===== config.mk =====
export PLATFORM = sky130hd
export DESIGN_NAME = spim_core
export DESIGN_NICKNAME = d
export VERILOG_FILES = /design/src/rtl/spim_pkg.sv /design/src/rtl/spim_fifo.sv /design/src/rtl/spim_shifter.sv /design/src/rtl/spim_core.sv
export SDC_FILE = /design/constraint.sdc
export NUM_CORES = 2
export LEC_CHECK = 0
export BUFFER_PORTS_ARGS = -buffer_cell sky130_fd_sc_hd__buf_2
export CORE_UTILIZATION = 45
export DETAILED_ROUTE_END_ITERATION = 16
export GPL_ROUTABILITY_DRIVEN = 0
export PLACE_DENSITY = 0.6
export SKIP_LAST_GASP = 1
export SLEW_MARGIN = 20
export SYNTH_ARGS = -nofsm -noshare
export SYNTH_HDL_FRONTEND = slang
export SYNTH_SLANG_ARGS = --single-unit

===== constraint.sdc =====
create_clock -name clk -period 5.4 [get_ports clk]
set_input_delay 0.54 -clock clk [delete_from_list [all_inputs] [get_ports clk]]
set_output_delay 0.54 -clock clk [all_outputs]
set_load 0.02 [all_outputs]

===== src/rtl/spim_pkg.sv =====
package spim_pkg;
   localparam int BYTE_W = 8;

   // word indices (byte address >> 2)
   localparam logic [4:0] W_KEYRST = 5'h10;
   localparam logic [4:0] W_CTRL   = 5'h18;
   localparam logic [4:0] W_STAT   = 5'h19;
   localparam logic [4:0] W_TXD    = 5'h1A;
   localparam logic [4:0] W_RXD    = 5'h1B;
   localparam logic [4:0] W_SSEL   = 5'h1C;

   localparam int CB_TXCLR = 5;
   localparam int CB_RXCLR = 6;
   localparam int CB_HOLD  = 8;

   localparam int SB_RXEMPTY = 0;
   localparam int SB_RXFULL  = 1;
   localparam int SB_TXEMPTY = 2;
   localparam int SB_TXFULL  = 3;

   localparam logic [31:0] KEY_VALUE   = 32'h0000_000A;
   localparam logic [31:0] EMPTY_WORD  = 32'hDEAD_BEEF;
   localparam logic [31:0] CTRL_RESET  = 32'h0000_0100;
endpackage


===== src/rtl/spim_fifo.sv =====
module spim_fifo #(
   parameter int W     = 8,
   parameter int DEPTH = 256,
   localparam int AW   = $clog2(DEPTH),
   localparam int CW   = AW + 1
) (
   input  logic          clk,
   input  logic          rst_n,
   input  logic          clr,
   input  logic          push,
   input  logic          pop,
   input  logic [W-1:0]  din,
   output logic [W-1:0]  dout,
   output logic [CW-1:0] count,
   output logic          empty,
   output logic          full
);
   if (DEPTH < 2 || (DEPTH & (DEPTH - 1)) != 0) begin : g_bad_depth
      $error("spim_fifo: DEPTH must be a power of two, at least 2");
   end
   if (W < 1) begin : g_bad_width
      $error("spim_fifo: W must be positive");
   end

   logic [W-1:0]  mem [DEPTH];
   logic [AW-1:0] wr_ptr, rd_ptr;
   logic          do_push, do_pop;

   assign empty   = (count == '0);
   assign full    = (count == CW'(DEPTH));
   assign do_push = push && !full;
   assign do_pop  = pop && !empty;
   assign dout    = mem[rd_ptr];

   always_ff @(posedge clk) begin
      if (do_push && !clr) mem[wr_ptr] <= din;
   end

   always_ff @(posedge clk or negedge rst_n) begin
      if (!rst_n) begin
         wr_ptr <= '0;
         rd_ptr <= '0;
         count  <= '0;
      end else if (clr) begin
         wr_ptr <= '0;
         rd_ptr <= '0;
         count  <= '0;
      end else begin
         if (do_push) wr_ptr <= wr_ptr + 1'b1;
         if (do_pop)  rd_ptr <= rd_ptr + 1'b1;
         case ({do_push, do_pop})
            2'b10:   count <= count + 1'b1;
            2'b01:   count <= count - 1'b1;
            default: count <= count;
         endcase
      end
   end

   // a push into a full queue leaves it exactly full
   a_r11_full_push_dropped: assert property (@(posedge clk) disable iff (!rst_n)
      (push && full && !pop && !clr) |=> (count == CW'(DEPTH)));
   a_r13_no_overflow: assert property (@(posedge clk) disable iff (!rst_n)
      (count <= CW'(DEPTH)));
   a_r10_pop_empty_keeps: assert property (@(posedge clk) disable iff (!rst_n)
      (pop && empty && !push && !clr) |=> empty);
endmodule


===== src/rtl/spim_shifter.sv =====
module spim_shifter #(
   parameter int DW       = 8,
   parameter int CLK_HALF = 2,
   localparam int CNT_W   = (CLK_HALF > 1) ? $clog2(CLK_HALF) : 1,
   localparam int BIT_W   = $clog2(DW)
) (
   input  logic          clk,
   input  logic          rst_n,
   input  logic          srst,
   input  logic          start,
   input  logic [DW-1:0] tx_byte,
   input  logic          miso,
   output logic          busy,
   output logic          sclk,
   output logic          mosi,
   output logic          done,
   output logic [DW-1:0] rx_byte
);
   if (CLK_HALF < 1) begin : g_bad_half
      $error("spim_shifter: CLK_HALF must be at least 1");
   end
   if (DW < 2) begin : g_bad_dw
      $error("spim_shifter: DW must be at least 2");
   end

   logic [DW-1:0]    tx_sr, rx_sr;
   logic [BIT_W-1:0] bit_n;
   logic             tick;

   // half-period timer: a plain strobe when every cycle is an edge
   if (CLK_HALF == 1) begin : g_fast
      assign tick = 1'b1;
   end else begin : g_div
      logic [CNT_W-1:0] half_cnt;
      always_ff @(posedge clk or negedge rst_n) begin
         if (!rst_n)                          half_cnt <= '0;
         else if (srst || !busy)              half_cnt <= '0;
         else if (half_cnt == CNT_W'(CLK_HALF - 1)) half_cnt <= '0;
         else                                 half_cnt <= half_cnt + 1'b1;
      end
      assign tick = (half_cnt == CNT_W'(CLK_HALF - 1));
   end

   always_ff @(posedge clk or negedge rst_n) begin
      if (!rst_n) begin
         busy  <= 1'b0;
         sclk  <= 1'b0;
         done  <= 1'b0;
         tx_sr <= '0;
         rx_sr <= '0;
         bit_n <= '0;
      end else if (srst) begin
         busy  <= 1'b0;
         sclk  <= 1'b0;
         done  <= 1'b0;
         tx_sr <= '0;
         rx_sr <= '0;
         bit_n <= '0;
      end else begin
         done <= 1'b0;
         if (!busy) begin
            if (start) begin
               busy  <= 1'b1;
               tx_sr <= tx_byte;
               bit_n <= '0;
               sclk  <= 1'b0;
            end
         end else if (tick) begin
            sclk <= ~sclk;
            if (!sclk) begin
               rx_sr <= {rx_sr[DW-2:0], miso};
            end else if (bit_n == BIT_W'(DW - 1)) begin
               busy <= 1'b0;
               done <= 1'b1;
            end else begin
               tx_sr <= {tx_sr[DW-2:0], 1'b0};
               bit_n <= bit_n + 1'b1;
            end
         end
      end
   end

   assign mosi    = tx_sr[DW-1];
   assign rx_byte = rx_sr;

   // clock idles low, a frame ends only from an active transfer
   a_r7_idle_low: assert property (@(posedge clk) disable iff (!rst_n)
      !busy |-> !sclk);
   a_r7_done_ends_frame: assert property (@(posedge clk) disable iff (!rst_n)
      done |-> ($past(busy) && !busy));
   a_r7_no_restart: assert property (@(posedge clk) disable iff (!rst_n)
      (busy && !srst) |=> (busy || done));
endmodule


===== src/rtl/spim_core.sv =====
module spim_core #(
   parameter int ADDR_W     = 8,
   parameter int NUM_SS     = 4,
   parameter int FIFO_DEPTH = 256,
   parameter int CLK_HALF   = 2,
   localparam int CNT_W     = $clog2(FIFO_DEPTH) + 1
) (
   input  logic              clk,
   input  logic              rst_n,
   input  logic              wr_en,
   input  logic              rd_en,
   input  logic [ADDR_W-1:0] addr,
   input  logic [31:0]       wdata,
   output logic [31:0]       rdata,
   output logic              sclk,
   output logic              mosi,
   input  logic              miso,
   output logic [NUM_SS-1:0] ss_n,
   output logic              overrun_evt
);
   import spim_pkg::*;

   if (ADDR_W < 7) begin : g_bad_addr
      $error("spim_core: ADDR_W must reach word 0x1C");
   end
   if (NUM_SS < 1 || NUM_SS > 32) begin : g_bad_ss
      $error("spim_core: NUM_SS must be 1..32");
   end

   logic [ADDR_W-3:0] word;
   logic              hit_key, hit_ctrl, hit_txd, hit_rxd, hit_ssel, hit_stat;
   logic              key_rst;
   logic [31:0]       ctrl_q;
   logic [NUM_SS-1:0] ssel_q;
   logic              hold;

   assign word     = addr[ADDR_W-1:2];
   assign hit_key  = (word == (ADDR_W-2)'(W_KEYRST));
   assign hit_ctrl = (word == (ADDR_W-2)'(W_CTRL));
   assign hit_stat = (word == (ADDR_W-2)'(W_STAT));
   assign hit_txd  = (word == (ADDR_W-2)'(W_TXD));
   assign hit_rxd  = (word == (ADDR_W-2)'(W_RXD));
   assign hit_ssel = (word == (ADDR_W-2)'(W_SSEL));
   assign key_rst  = wr_en && hit_key && (wdata == KEY_VALUE);
   assign hold     = ctrl_q[CB_HOLD];

   // control and select registers
   always_ff @(posedge clk or negedge rst_n) begin
      if (!rst_n) begin
         ctrl_q <= CTRL_RESET;
         ssel_q <= '1;
      end else if (key_rst) begin
         ctrl_q <= CTRL_RESET;
         ssel_q <= '1;
      end else if (wr_en) begin
         if (hit_ctrl) begin
            ctrl_q           <= wdata;
            ctrl_q[CB_TXCLR] <= 1'b0;
            ctrl_q[CB_RXCLR] <= 1'b0;
         end
         if (hit_ssel) ssel_q <= wdata[NUM_SS-1:0];
      end
   end

   assign ss_n = ssel_q;

   // queues
   logic [7:0]       tx_head, rx_head, sh_rx;
   logic [CNT_W-1:0] tx_cnt, rx_cnt;
   logic             tx_empty, tx_full, rx_empty, rx_full;
   logic             tx_clr, rx_clr, tx_push, rx_push, rx_pop;
   logic             sh_start, sh_busy, sh_done;

   assign tx_clr   = key_rst || (wr_en && hit_ctrl && wdata[CB_TXCLR]);
   assign rx_clr   = key_rst || (wr_en && hit_ctrl && wdata[CB_RXCLR]);
   assign tx_push  = wr_en && hit_txd;
   assign rx_push  = sh_done && !rx_full;
   assign rx_pop   = rd_en && hit_rxd && !rx_empty;
   assign sh_start = !sh_busy && !hold && !tx_empty && !tx_clr && !key_rst;

   spim_fifo #(.W(BYTE_W), .DEPTH(FIFO_DEPTH)) u_txq (
      .clk(clk), .rst_n(rst_n), .clr(tx_clr),
      .push(tx_push), .pop(sh_start), .din(wdata[BYTE_W-1:0]),
      .dout(tx_head), .count(tx_cnt), .empty(tx_empty), .full(tx_full)
   );

   spim_fifo #(.W(BYTE_W), .DEPTH(FIFO_DEPTH)) u_rxq (
      .clk(clk), .rst_n(rst_n), .clr(rx_clr),
      .push(rx_push), .pop(rx_pop), .din(sh_rx),
      .dout(rx_head), .count(rx_cnt), .empty(rx_empty), .full(rx_full)
   );

   spim_shifter #(.DW(BYTE_W), .CLK_HALF(CLK_HALF)) u_shift (
      .clk(clk), .rst_n(rst_n), .srst(key_rst), .start(sh_start),
      .tx_byte(tx_head), .miso(miso), .busy(sh_busy), .sclk(sclk),
      .mosi(mosi), .done(sh_done), .rx_byte(sh_rx)
   );

   // overrun event
   always_ff @(posedge clk or negedge rst_n) begin
      if (!rst_n)       overrun_evt <= 1'b0;
      else if (key_rst) overrun_evt <= 1'b0;
      else              overrun_evt <= sh_done && rx_full && !rx_clr;
   end

   // read mux
   logic [31:0] stat_word;
   always_comb begin
      stat_word             = '0;
      stat_word[SB_RXEMPTY] = rx_empty;
      stat_word[SB_RXFULL]  = rx_full;
      stat_word[SB_TXEMPTY] = tx_empty;
      stat_word[SB_TXFULL]  = tx_full;
   end

   always_comb begin
      rdata = '0;
      if (hit_ctrl)      rdata = ctrl_q;
      else if (hit_stat) rdata = stat_word;
      else if (hit_ssel) rdata[NUM_SS-1:0] = ssel_q;
      else if (hit_rxd)  rdata = rx_empty ? EMPTY_WORD : {24'h0, rx_head};
   end

   // a keyed write deselects every slave on the next cycle
   a_r4_key_deselects: assert property (@(posedge clk) disable iff (!rst_n)
      key_rst |=> (ss_n == '1 && rx_cnt == '0 && tx_cnt == '0));
   // with the hold bit set, an idle shifter stays idle
   a_r6_hold_blocks: assert property (@(posedge clk) disable iff (!rst_n)
      (hold && !sh_busy) |=> !sh_busy);
   // an overrun pulse follows a finished byte meeting a full queue
   a_r9_overrun_cause: assert property (@(posedge clk) disable iff (!rst_n)
      overrun_evt |-> ($past(sh_done) && $past(rx_full)));
   // reading an empty receive queue leaves it empty
   a_r10_empty_read: assert property (@(posedge clk) disable iff (!rst_n)
      (rd_en && hit_rxd && rx_empty && !sh_done) |=> rx_empty);
   // clear bits never read back
   a_r3_clear_bits_unstored: assert property (@(posedge clk) disable iff (!rst_n)
      (wr_en && hit_ctrl) |=> (!ctrl_q[CB_TXCLR] && !ctrl_q[CB_RXCLR]));
endmodule


==> results.sh <==
export IMPL_syn_area_sq_mm=0.1645
export IMPL_status="finished with violations"
export IMPL_wl_per_cell_microns=31.92
export IMPL_clk_path_buf_depth=4
export IMPL_fp_dieH_microns=606.6
export IMPL_grtUsageTotal_pct=23.07
export IMPL_period_share_pct=100.5
export IMPL_dpl_worst_slack_ps=-91.25
export IMPL_min_path_type="in2async"
export IMPL_final_util_pct=51.40
export IMPL_die_w_microns=606.6
export IMPL_clk_latency_ps=960
export IMPL_num_io_pins=84
export IMPL_grt_pass1_wl_microns=607100
export IMPL_crit_arrival_ps=4890
export IMPL_relSlewSlack_pct=20.76
export IMPL_cts_buffers=409
export IMPL_finClkSkew_ps=29.46
export IMPL_coreArea_sq_mm=0.3631
export IMPL_antenna_found_initial=5
export IMPL_drtIter0Drc=8997
export IMPL_syn_nets=7868
export IMPL_worst_pin_slew_ps=1187
export IMPL_yosys_warnings=0
export IMPL_clk_pin_slew_worst_paths_ps=60
export IMPL_met1_usage_pct=31.22
export IMPL_ant_nets=0
export IMPL_ys_ff_latch=4204
export IMPL_p_per_area_mw_per_mm2=468.3
export IMPL_cts_root_buffer="clkbuf_16"
export IMPL_row_count=221
export IMPL_cap_violations=0
export IMPL_crit_type="reg2out"
export IMPL_post_route_drc_count=0
export IMPL_worst_slack_ps=-28.74
export IMPL_busiest_layer="met2"
export IMPL_grt_overflow=0
export IMPL_cts_htree_levels=5
export IMPL_synthFlopType="edfxtp_1"
export IMPL_fmaxAchievable_mhz=184.2
export IMPL_crit_path_start_kind="flop"
export IMPL_start_util_pct=45.31
export IMPL_worstPathCellList="buf_4, buf_4, mux4_2, mux2i_1, o21ai_0, o21ai_0, o21ai_0, a311oi_2, buf_4, o41ai_1, buf_2"
export IMPL_clock_sinks=4204
export IMPL_vias=80790
export IMPL_routed_wl_microns=426900
export IMPL_cp_data_required_time_ps=4860
export IMPL_cts_tree="built"
export IMPL_cp_slowest_cell="mux4_2"
export IMPL_fin_crit_ps=5429
export IMPL_setup_violations=1
export IMPL_drive_gt1_share_pct=25.91
export IMPL_synth_seq_area_share_pct=76.42
export IMPL_yosysUniqueCellTypes=79
export IMPL_syn_to_final_growth_pct=13.45
export IMPL_critPathMaxFanout=23
export IMPL_use_met3_pct=3.186
export IMPL_viasPerCell=6.042
export IMPL_critPathBufInv=4
export IMPL_slowest_delay_ps=570
export IMPL_gr_usage_met2_pct=38.66
export IMPL_critPathTopFamily="compound AO/OA/AOI/OAI gates"
export IMPL_p_leak_uw=0.05775
export IMPL_maxSlewViolCount=0
export IMPL_end_kind="output port"
export IMPL_multi_input_area_sq_mm=0.03669
export IMPL_failed_checks="negative setup slack"
export IMPL_grt_max_degree=189
export IMPL_synthCells=7800
export IMPL_synth_edf_count=4096
export IMPL_fill_cells=28340
export IMPL_nets=8302
export IMPL_design_die_area_sq_mm=0.3680
export IMPL_grt_pass1_vias=81570
export IMPL_avgSynthCellArea_sq_um=21.09
export IMPL_seqCellArea_sq_mm=0.1258
export IMPL_io_buffers=81
export IMPL_rsz0062_at_grt="true"
export IMPL_drtPass1Iterations=7
export IMPL_place_area_sq_mm=0.1722
export IMPL_final_area_sq_mm=0.1866
export IMPL_hold_viol=0
export IMPL_ys_async_sr_fraction_pct=2.569
export IMPL_ir_drop_mv=0.5390
export IMPL_dp_hpwl_microns=263000
-- state kept, by name (all words and copies together) (netlist names), 3 cells and up --
name             count
u_rxq.mem         2048
u_txq.mem         2048
ctrl_q              30
u_rxq.count          9
u_txq.count          9
u_rxq.rd_ptr         8
u_rxq.wr_ptr         8
u_shift.rx_byte      8
u_shift.tx_sr        8
u_txq.rd_ptr         8
u_txq.wr_ptr         8
ss_n                 4
u_shift.bit_n        3
-- final cells by class --
class	count	area share, %
multi-input combinational	3110	19.66
timing repair buffer	484	2.394
clock buffer	503	5.752
sequential	4204	67.40
antenna	3	0.004023
tap	4794	3.214
inverter	25	0.05699
clock inverter	249	1.517
-- metrics by stage --
step	instances	hold WS (ps)	power (uW)	setup TNS, ps
6_report	13370	166.9	87390	-28.74
2_1_floorplan	7800	244.4	51380	0
3_3_place_gp	12560	471.8	58640	-230.2
3_5_place_dp	12560	469.4	58970	-4008
4_1_cts	13360	137.6	87890	-117.6
5_1_grt	13370	224.0	89790	-65.64
-- power by group --
part	total, uW	switching [uW]	internal (uW)
Combinational	18700	11600	7160
Clock	29100	12200	16900
Sequential	39500	1090	38500
-- cell usage after synthesis (21+ instances only) --
cell | instances | share of area [%]
edfxtp_1 | 4096 | 75
mux4_2 | 1068 | 15
nor2_1 | 646 | 1.5
mux2i_1 | 323 | 2.0
nand2_1 | 222 | 0.51
clkbuf_1 | 191 | 0.44
buf_2 | 135 | 0.41
a21oi_1 | 129 | 0.39
dfrtp_1 | 103 | 1.6
o21ai_0 | 94 | 0.29
buf_4 | 64 | 0.29
o221ai_1 | 56 | 0.30
nand3_1 | 53 | 0.16
buf_1 | 52 | 0.12
o22ai_1 | 49 | 0.19
a22oi_1 | 35 | 0.16
nor3_1 | 29 | 0.088
nand4_1 | 26 | 0.099
nor2b_1 | 23 | 0.087
xor2_1 | 23 | 0.12
a221oi_1 | 22 | 0.12
ha_1 | 22 | 0.17
nor4_1 | 22 | 0.084
a211oi_1 | 21 | 0.096
inv_1 | 21 | 0.048
-- metal layers --
layer  share of wire (%)  vias to the layer above  wire length [microns]
met5                   0                        -                      0
met4                 3.7                        0                  15950
met3                 6.6                      729                  28350
met2                  50                     3303                 212900
met1                  40                    43460                 169600
li1                    -                    33300                      -
-- logic make-up after synthesis --
family / synth area share (%)
buffers and inverters: 1.444
adder cells (fa/ha/maj): 0.1795
AO/OA/AOI/OAI: 2.175
flip-flops: 76.42
multiplexers: 16.70
AND/OR/NAND/NOR: 2.856
XOR/XNOR: 0.2183
-- placed cells by master, fill, tap and decap left out, drive strengths merged, types with 13 or more instances in the layout --
| cell type | synthesis | layout |
|---|---|---|
| a211oi | 21 | 21 |
| dfrtp | 103 | 103 |
| nand2 | 222 | 222 |
| nand2b | 13 | 13 |
| edfxtp | 4096 | 4096 |
| mux2 | 17 | 17 |
| nor2 | 646 | 646 |
| o22ai | 49 | 49 |
| o21ai | 95 | 95 |
| nor3 | 29 | 29 |
| ha | 22 | 22 |
| clkbuf | 191 | 510 |
| a21oi | 130 | 130 |
| a22oi | 35 | 35 |
| xnor2 | 18 | 18 |
| clkinv | 4 | 170 |
| xor2 | 23 | 23 |
| bufinv | 0 | 57 |
| o221ai | 56 | 56 |
| nand4 | 26 | 26 |
| mux2i | 323 | 323 |
| dlygate4sd3 | 0 | 30 |
| a221oi | 22 | 22 |
| buf | 270 | 445 |
| o211ai | 18 | 18 |
| nand3 | 53 | 53 |
| nor2b | 23 | 23 |
| mux4 | 1068 | 1068 |
| a21o | 20 | 20 |
| nor4 | 22 | 22 |
| a2111oi | 13 | 13 |
| inv | 21 | 38 |
| and2 | 19 | 19 |
-- worst paths after layout --
kind	slack, ps	startpoint	cells past startpoint	end
max in group asynchronous	3880	rst_n	3	u_txq.rd_ptr[3]
max	-30	u_rxq.rd_ptr[0]	11	rdata[3]
min	170	rst_n	2	u_shift.rx_byte[7]
min in group clk	250	wdata[4]	2	u_txq.mem[70][4]
max reg2reg	900	u_rxq.count[0]	9	u_rxq.mem[200][1]
min reg2reg	480	u_shift.g_div.half_cnt	1	u_shift.g_div.half_cnt
-- timing repair --
item,4_1_cts,5_1_grt
gates cloned,2,1
setup endpoints to repair,8,6
pin swaps,5,2
hold buffers,30,0
hold endpoints to repair,145,0
buffers inserted,17,5
gates resized for setup,30,10
Power figures use the tool's default switching activity.
